===== src/rtl/cmdf_pkg.sv =====
// Package cmdf_pkg
// Shared field widths, the command record and the mode code rule set of the
// command legality filter. Assumes the standard 5-bit field layout.
package cmdf_pkg;

    localparam int ADDR_W = 5;
    localparam int SA_W   = 5;
    localparam int WC_W   = 5;
    localparam int CMD_W  = ADDR_W + 1 + SA_W + WC_W;
    localparam int SA_N   = 1 << SA_W;

    localparam logic [ADDR_W-1:0] BCAST_ADDR = '1;
    localparam logic [SA_W-1:0]   MODE_SA_A  = '0;
    localparam logic [SA_W-1:0]   MODE_SA_B  = '1;

    typedef struct packed {
        logic [ADDR_W-1:0] rt;
        logic              tx;
        logic [SA_W-1:0]   sa;
        logic [WC_W-1:0]   wc;
    } cmd_t;

    typedef enum logic {ST_IDLE = 1'b0, ST_WAIT = 1'b1} seq_st_t;

    // True for mode codes that have a defined meaning.
    function automatic logic mode_known(input logic [WC_W-1:0] code);
        return (code inside {[5'd0:5'd8], [5'd16:5'd21]});
    endfunction

    // Required T/R bit of a defined mode code.
    function automatic logic mode_dir(input logic [WC_W-1:0] code);
        return !(code inside {5'd17, 5'd20, 5'd21});
    endfunction

    // Defined mode codes that may be broadcast (no reply is needed).
    function automatic logic mode_bcast_ok(input logic [WC_W-1:0] code);
        return (code inside {5'd1, [5'd3:5'd8], 5'd17, 5'd20, 5'd21});
    endfunction

    // Mode codes that report on the previous message and so keep its error.
    function automatic logic mode_keeps_err(input logic [WC_W-1:0] code);
        return (code inside {5'd2, 5'd18});
    endfunction

endpackage


===== src/rtl/cmdf_rules.sv =====
// Module cmdf_rules
// Combinational default legality of one command word. Assumes the command
// is already known valid (sync, parity and address match done upstream).
module cmdf_rules
    import cmdf_pkg::*;
#(
    parameter logic [SA_N-1:0] TX_ILLEGAL_SA = '0,
    parameter logic [SA_N-1:0] RX_ILLEGAL_SA = '0
) (
    input  cmd_t cmd,
    output logic dflt_legal,
    output logic keeps_err
);

    logic is_mode;
    logic is_bcast;
    logic mode_ok;
    logic data_ok;
    logic [SA_N-1:0] sa_block;

    // Per-direction subaddress blocking mask, one bit per subaddress.
    for (genvar g = 0; g < SA_N; g++) begin : g_sa_mask
        assign sa_block[g] = cmd.tx ? TX_ILLEGAL_SA[g] : RX_ILLEGAL_SA[g];
    end

    // Classify the command and apply the mode and data rule sets.
    always_comb begin
        is_mode    = (cmd.sa == MODE_SA_A) || (cmd.sa == MODE_SA_B);
        is_bcast   = (cmd.rt == BCAST_ADDR);
        mode_ok    = mode_known(cmd.wc) && (cmd.tx == mode_dir(cmd.wc))
                     && (!is_bcast || mode_bcast_ok(cmd.wc));
        data_ok    = !(is_bcast && cmd.tx) && !sa_block[cmd.sa];
        dflt_legal = is_mode ? mode_ok : data_ok;
        keeps_err  = is_mode && mode_keeps_err(cmd.wc);
    end

endmodule


===== src/rtl/cmdf_timer.sv =====
// Module cmdf_timer
// Answer wait counter. Loaded with the limit when a command is accepted,
// counts down while the request is pending, flags the last waiting cycle.
// A limit of 0 behaves as 1. Assumes load and run are never needed at once.
module cmdf_timer #(
    parameter int TW = 8
) (
    input  logic          clk,
    input  logic          rst_n,
    input  logic          load,
    input  logic [TW-1:0] limit,
    input  logic          run,
    output logic          expired
);

    logic [TW-1:0] cnt;

    // Load on accept, then saturating count-down while waiting.
    always_ff @(posedge clk) begin
        if (!rst_n) begin
            cnt <= '0;
        end else if (load) begin
            cnt <= limit;
        end else if (run && cnt != '0) begin
            cnt <= cnt - 1'b1;
        end
    end

    // Last waiting cycle: remaining count of one or zero.
    assign expired = run && (cnt <= TW'(1));

endmodule


===== src/rtl/cmdf_seq.sv =====
// Module cmdf_seq
// Verdict sequencer. Accepts a command, either issues its default verdict
// at once or holds an override request until an answer or timeout, and
// keeps the sticky message-error bit. A new command always wins.
module cmdf_seq
    import cmdf_pkg::*;
(
    input  logic clk,
    input  logic rst_n,
    input  logic cmd_valid,
    input  cmd_t cmd_in,
    input  logic dflt_in,
    input  logic keep_in,
    input  logic ovr_en,
    input  logic ovr_ack,
    input  logic ovr_legal,
    input  logic expired,
    output logic waiting,
    output cmd_t cmd_q,
    output logic dflt_q,
    output logic verdict_valid,
    output logic verdict_service,
    output logic msg_error
);

    seq_st_t st, st_n;
    logic    vv_n, vs_n, me_n, me_base;

    // Next-state, verdict and error-bit decision for this cycle.
    always_comb begin
        st_n    = st;
        vv_n    = 1'b0;
        vs_n    = verdict_service;
        me_n    = msg_error;
        me_base = keep_in ? msg_error : 1'b0;
        if (cmd_valid) begin
            me_n = me_base;
            if (ovr_en) begin
                st_n = ST_WAIT;
            end else begin
                st_n = ST_IDLE;
                vv_n = 1'b1;
                vs_n = dflt_in;
                if (!dflt_in) me_n = 1'b1;
            end
        end else if (st == ST_WAIT) begin
            if (ovr_ack) begin
                st_n = ST_IDLE;
                vv_n = 1'b1;
                vs_n = ovr_legal;
                if (!ovr_legal) me_n = 1'b1;
            end else if (expired) begin
                st_n = ST_IDLE;
                vv_n = 1'b1;
                vs_n = dflt_q;
                if (!dflt_q) me_n = 1'b1;
            end
        end
    end

    // State, verdict and error registers.
    always_ff @(posedge clk) begin
        if (!rst_n) begin
            st              <= ST_IDLE;
            verdict_valid   <= 1'b0;
            verdict_service <= 1'b0;
            msg_error       <= 1'b0;
        end else begin
            st              <= st_n;
            verdict_valid   <= vv_n;
            verdict_service <= vs_n;
            msg_error       <= me_n;
        end
    end

    // Capture of the accepted command and its default verdict.
    always_ff @(posedge clk) begin
        if (!rst_n) begin
            cmd_q  <= '0;
            dflt_q <= 1'b0;
        end else if (cmd_valid) begin
            cmd_q  <= cmd_in;
            dflt_q <= dflt_in;
        end
    end

    assign waiting = (st == ST_WAIT);


    off_path_chk: assert property (@(posedge clk) disable iff (!rst_n)
        (cmd_valid && !ovr_en) |=> (verdict_valid && verdict_service == $past(dflt_in)));


    req_hold_chk: assert property (@(posedge clk) disable iff (!rst_n)
        (waiting && !ovr_ack && !expired && !cmd_valid) |=> (waiting && !verdict_valid));


    answer_chk: assert property (@(posedge clk) disable iff (!rst_n)
        (waiting && ovr_ack && !cmd_valid) |=> (verdict_valid && verdict_service == $past(ovr_legal)));


    timeout_chk: assert property (@(posedge clk) disable iff (!rst_n)
        (waiting && !ovr_ack && expired && !cmd_valid) |=> (verdict_valid && verdict_service == $past(dflt_q)));


    ack_ignore_chk: assert property (@(posedge clk) disable iff (!rst_n)
        (!waiting && !cmd_valid) |=> !verdict_valid);

endmodule


===== src/rtl/cmd_legality_filter.sv =====
// Module cmd_legality_filter
// Top of the remote terminal command legality filter: default rules,
// answer wait timer and verdict sequencer. Assumes cmd_valid is a one-cycle
// strobe from the command decoder and the fields are valid with it.
module cmd_legality_filter
    import cmdf_pkg::*;
#(
    parameter int              TW            = 8,
    parameter logic [SA_N-1:0] TX_ILLEGAL_SA = '0,
    parameter logic [SA_N-1:0] RX_ILLEGAL_SA = '0
) (
    input  logic              clk,
    input  logic              rst_n,
    input  logic              cmd_valid,
    input  logic [ADDR_W-1:0] cmd_rt_addr,
    input  logic              cmd_tx,
    input  logic [SA_W-1:0]   cmd_sa,
    input  logic [WC_W-1:0]   cmd_wc,
    input  logic              ovr_en,
    input  logic [TW-1:0]     ovr_limit,
    input  logic              ovr_ack,
    input  logic              ovr_legal,
    output logic              ovr_req,
    output logic [CMD_W-1:0]  ovr_cmd,
    output logic              ovr_dflt_legal,
    output logic              verdict_valid,
    output logic              verdict_service,
    output logic              msg_error
);

    cmd_t cmd_in, cmd_q;
    logic dflt_in, keep_in, expired, waiting;

    assign cmd_in = '{rt: cmd_rt_addr, tx: cmd_tx, sa: cmd_sa, wc: cmd_wc};

    cmdf_rules #(
        .TX_ILLEGAL_SA (TX_ILLEGAL_SA),
        .RX_ILLEGAL_SA (RX_ILLEGAL_SA)
    ) u_rules (
        .cmd        (cmd_in),
        .dflt_legal (dflt_in),
        .keeps_err  (keep_in)
    );

    cmdf_timer #(.TW(TW)) u_timer (
        .clk     (clk),
        .rst_n   (rst_n),
        .load    (cmd_valid),
        .limit   (ovr_limit),
        .run     (waiting),
        .expired (expired)
    );

    cmdf_seq u_seq (
        .clk             (clk),
        .rst_n           (rst_n),
        .cmd_valid       (cmd_valid),
        .cmd_in          (cmd_in),
        .dflt_in         (dflt_in),
        .keep_in         (keep_in),
        .ovr_en          (ovr_en),
        .ovr_ack         (ovr_ack),
        .ovr_legal       (ovr_legal),
        .expired         (expired),
        .waiting         (waiting),
        .cmd_q           (cmd_q),
        .dflt_q          (ovr_dflt_legal),
        .verdict_valid   (verdict_valid),
        .verdict_service (verdict_service),
        .msg_error       (msg_error)
    );

    assign ovr_req = waiting;
    assign ovr_cmd = cmd_q;


    reject_sets_err_chk: assert property (@(posedge clk) disable iff (!rst_n)
        (verdict_valid && !verdict_service) |-> msg_error);


    accept_clears_err_chk: assert property (@(posedge clk) disable iff (!rst_n)
        (cmd_valid && ovr_en && !keep_in) |=> !msg_error);


    no_verdict_while_req_chk: assert property (@(posedge clk) disable iff (!rst_n)
        ovr_req |-> !verdict_valid);

endmodule


===== config.mk =====
export PLATFORM = sky130hd
export DESIGN_NAME = cmd_legality_filter
export DESIGN_NICKNAME = d
export VERILOG_FILES = /design/src/rtl/cmdf_pkg.sv /design/src/rtl/cmdf_rules.sv /design/src/rtl/cmdf_timer.sv /design/src/rtl/cmdf_seq.sv /design/src/rtl/cmd_legality_filter.sv
export SDC_FILE = /design/constraint.sdc
export NUM_CORES = 1
export LEC_CHECK = 0
export CAP_MARGIN = 20
export CORE_MARGIN = 8
export CORE_UTILIZATION = 40
export DETAILED_ROUTE_END_ITERATION = 8
export PLACE_DENSITY = 0.73
export SKIP_CTS_REPAIR_TIMING = 1
export SLEW_MARGIN = 10
export SYNTH_ARGS = -nofsm -noshare
export SYNTH_HDL_FRONTEND = slang
export SYNTH_SLANG_ARGS = --single-unit

===== constraint.sdc =====
create_clock -name clk -period 5.3 [get_ports clk]
set_input_delay 1.06 -clock clk [delete_from_list [all_inputs] [get_ports clk]]
set_output_delay 1.06 -clock clk [all_outputs]
set_load 0.05 [all_outputs]

==> metrics.md <==
| Metric | Value |
|---|---|
| FF+latch count, synth | 29 |
| CTS tree | built |
| Hold path endpoint | u_seq.cmd_q[14]$_SDFFE_PN0P_ |
| Detailed Route Iter0 Violations | 83 |
| Setup TNS | 0 ns |
| Sequential fraction of the synthesis area | 0.403 |
| Max Fanout on Critical Path | 29 |
| Worst-margin pin slew | 0.825 ns |
| Post-Layout Cell Count | 254 |
| Hold Worst Slack | 0.521 ns |
| HP Class | reg2reg |
| R2r startpoint | u_timer.cnt[4]$_SDFFE_PN0P_ |
| Final setup margin | 2.36 ns |
| Critical path's slowest cell | or4b_1 |
| Outcome | finished, final reports clean |
| Initial Util | 0.425 |
| Fraction of the mapped netlist area in simple logic gates | 0.207 |
| Hold-critical path depth | 2 |
| Final hold vios | 0 |
| Max-Cap Viols | 0 |
| HPWL after detailed placement | 2.86 mm |
| IO buf count | 50 |
| Post-place setup slack | 2.02 ns |
| Tmin final | 2.94 ns |
| Post-Synth Adder-Cell Area | 0.0261 |
| Area grow syn2layout | 41.2% |
| Most Crowded Layer GR | met2 |
| Reg2reg path depth | 5 |
| GRT met3 Usage | 0.0696 |
| Number of buffers and inverters on the critical path | 3 |
| R2R setup slack | 3.33 ns |
| GP Congestion | 0.808 |
| Layout cells sized above 1 | 0.0433 |
| Startpoint Class | input port |
| Wire length per cell | 14.5 µm |
| M1 GR Usage | 0.137 |
| Mapped cell area | 1440 µm² |
| WP data arrival | 3.15 ns |
| Pwr dens | 252 nW/µm² |
| Syn nets | 190 |
| Clk slew on worst S/H paths | 0.08 ns |
| Synthesized area per cell | 9.16 µm² |
| Number of routed nets with antenna violations | 0 |
| Final setup viols | 0 |
| Vias in the first global route | 1413 |
| Sink Count | 29 |
| Root Driver | clkbuf_4 |
| Global route overflow | 0 |
| Slew HR | 0.448 |
| Final Cycle Share | 0.554 |
| GR Util All Layers | 0.126 |
| Ant. Diodes | 0 |
| Vias | 1326 |
| RSZ-0062 raised after global routing | false |
| DRC | 0 |
| Reg2reg end | u_seq.msg_error$_SDFFE_PN0P_ |
| Die area | 5770 µm² |
| Std-Cell Rows | 21 |
| Peak supply drop | 0.136 mV |
| Crit path kind | in2reg |
| Post-synthesis xor/xnor area fraction | 0.0304 |
| Vias per Instance | 5.22 |
| Hold path start | u_seq.cmd_q[14]$_SDFFE_PN0P_ |
| Top delay family on crit path | buffers and inverters |
| Antenna violations before repair | 0 |
| Slowest cell delay on critical path | 0.56 ns |
| Core area | 3390 µm² |
| F_max | 340 MHz |
| CP cell instances | clkdlybuf4s50_1 > buf_4 > inv_1 > or4b_1 > a22o_1 > a41o_1 |
| Post-synthesis compound-gate area fraction | 0.157 |
| Synthesized instance count | 157 |
| Clk_skew | 0.0113 ns |
| Htree depth | 2 |
| Placed inst area | 1980 µm² |
| Largest family of logic cells by synthesized area | simple AND/OR/NAND/NOR gates |
| Pre-Repair DR Iteration Count | 4 |
| CP Capture Type | flip-flop |
| First-pass GRT wire length | 6.18 mm |
| Num CTS Buffers | 5 |
| Leakage | 0.800 nW |
| Synth Warn # | 0 |
| Mux share of post-synthesis cell area | 0.139 |
| Clock buffer depth | 2 |
| Die width | 76.0 µm |
| Worst EP required | 5.51 ns |
| Nets | 241 |
| Clock Latency Late Sink | 0.32 ns |
| Design Area, Final | 2030 µm² |
| Largest net degree at the start of global routing | 31 |
| Final Max Tran Viols | 0 |
| GR Util met2 | 0.207 |
| Die Ht | 76.0 µm |
| Netlist cell types | 37 |
| IO Count | 51 |
| # placed instances | 247 |
| Drt total wl | 3.68 mm |
kinds of logic (layout without fill, tap and decap cells):
| kind of cell | Yosys count | in the layout |
|---|---|---|
| AO/OA/AOI/OAI | 34 | 34 |
| XOR/XNOR | 5 | 5 |
| multiplexers | 20 | 20 |
| AND/OR/NAND/NOR | 52 | 52 |
| flip-flops | 29 | 29 |
| buffers and inverters | 14 | 65 |
| adder cells (fa/ha/maj) | 3 | 3 |
routing by layer:
layer | wire (µm) | vias up
li1 | - | 666
met1 | 1680 | 617
met2 | 1680 | 39
met3 | 300 | 4
met4 | 27 | 0
met5 | 0 | -
synthesized netlist by cell type:
| cell type | number | share of area |
|---|---|---|
| o41ai_1 | 1 | 0.0061 |
| a311oi_1 | 1 | 0.0061 |
| a31oi_1 | 5 | 0.022 |
| clkbuf_1 | 4 | 0.010 |
| nand3_1 | 1 | 0.0035 |
| nor3_1 | 2 | 0.0070 |
| or3b_2 | 1 | 0.0061 |
| mux2i_1 | 20 | 0.14 |
| nor4_1 | 3 | 0.013 |
| a21boi_0 | 2 | 0.010 |
| o221ai_1 | 1 | 0.0061 |
| and4_1 | 2 | 0.012 |
| o21a_1 | 1 | 0.0052 |
| a211oi_1 | 1 | 0.0052 |
| or4_1 | 2 | 0.010 |
| nor3b_1 | 1 | 0.0052 |
| o211ai_1 | 1 | 0.0052 |
| nor2b_1 | 16 | 0.070 |
| xnor2_1 | 4 | 0.024 |
| and2_1 | 3 | 0.013 |
| a22o_1 | 1 | 0.0061 |
| o21ai_0 | 11 | 0.038 |
| a21oi_1 | 6 | 0.021 |
| nor2_1 | 5 | 0.013 |
| o41ai_2 | 1 | 0.011 |
| xor2_1 | 1 | 0.0061 |
| nand2_1 | 12 | 0.031 |
| inv_1 | 7 | 0.018 |
| o211a_1 | 1 | 0.0070 |
| a41o_1 | 1 | 0.0070 |
| or4b_1 | 2 | 0.014 |
| dfxtp_1 | 29 | 0.40 |
| ha_1 | 3 | 0.026 |
| or3_1 | 1 | 0.0044 |
| buf_2 | 1 | 0.0035 |
| buf_1 | 2 | 0.0052 |
| nand4_1 | 1 | 0.0044 |
through the flow:
step,utilization,power [mW]
floorplan,-,0.328
global placement,0.583,0.381
detailed placement,0.583,0.385
CTS,0.599,0.516
global route,0.599,0.536
finish,0.599,0.511
flip-flops by register name, summed over array words and instances, names as in the netlist:
signal / count
u_timer.cnt: 8
u_seq.verdict_service: 1
u_seq.msg_error: 1
u_seq.waiting: 1
u_seq.cmd_q: 16
u_seq.dflt_q: 1
u_seq.verdict_valid: 1
power by group:
part / switching, mW / internal [mW]
Clock: 0.0701 / 0.0625
Sequential: 0.0110 / 0.232
Combinational: 0.0757 / 0.0599
Total: 0.157 / 0.355
cell type report:
| type | count | area, µm² |
|---|---|---|
| multi-input cells | 114 | 805 |
| fillers | 302 | 1360 |
| flip-flops and latches | 29 | 581 |
| repair buffers | 51 | 508 |
| inverters | 7 | 26.3 |
| clock buffers | 7 | 55.1 |
| well taps | 46 | 57.6 |
worst register-to-register path, delay by kind of cell, from the launching register on:
kind / cells / cell delay [ns]
DFF: 1 / 0.35
and+or+nand+nor: 1 / 0.60
muxes: 1 / 0.15
AOI/OAI and AO/OA: 3 / 0.75
worst max path at each step:
stage / from / end / slack, ns / cells after the start
after floorplan: cmd_wc[0] / u_seq.msg_error$_SDFFE_PN0P_ / 2.71 / 5
after global placement: cmd_valid / u_seq.msg_error$_SDFFE_PN0P_ / 2.06 / 6
after detailed placement: cmd_valid / u_seq.msg_error$_SDFFE_PN0P_ / 2.02 / 6
after CTS: cmd_valid / u_seq.msg_error$_SDFFE_PN0P_ / 2.36 / 6
after global routing: cmd_valid / u_seq.msg_error$_SDFFE_PN0P_ / 2.28 / 6
final: cmd_valid / u_seq.msg_error$_SDFFE_PN0P_ / 2.36 / 6
cell usage in the layout, fill, tap and decap left out, types with 6 or more instances in the layout:
| cell type | synthesis | routed |
|---|---|---|
| inv_1 | 7 | 7 |
| nor2b_1 | 16 | 16 |
| mux2i_1 | 20 | 20 |
| nand2_1 | 12 | 12 |
| clkdlybuf4s50_1 | 0 | 50 |
| o21ai_0 | 11 | 11 |
| a21oi_1 | 6 | 6 |
| dfxtp_1 | 29 | 29 |
(Power assumes the default switching activity.)
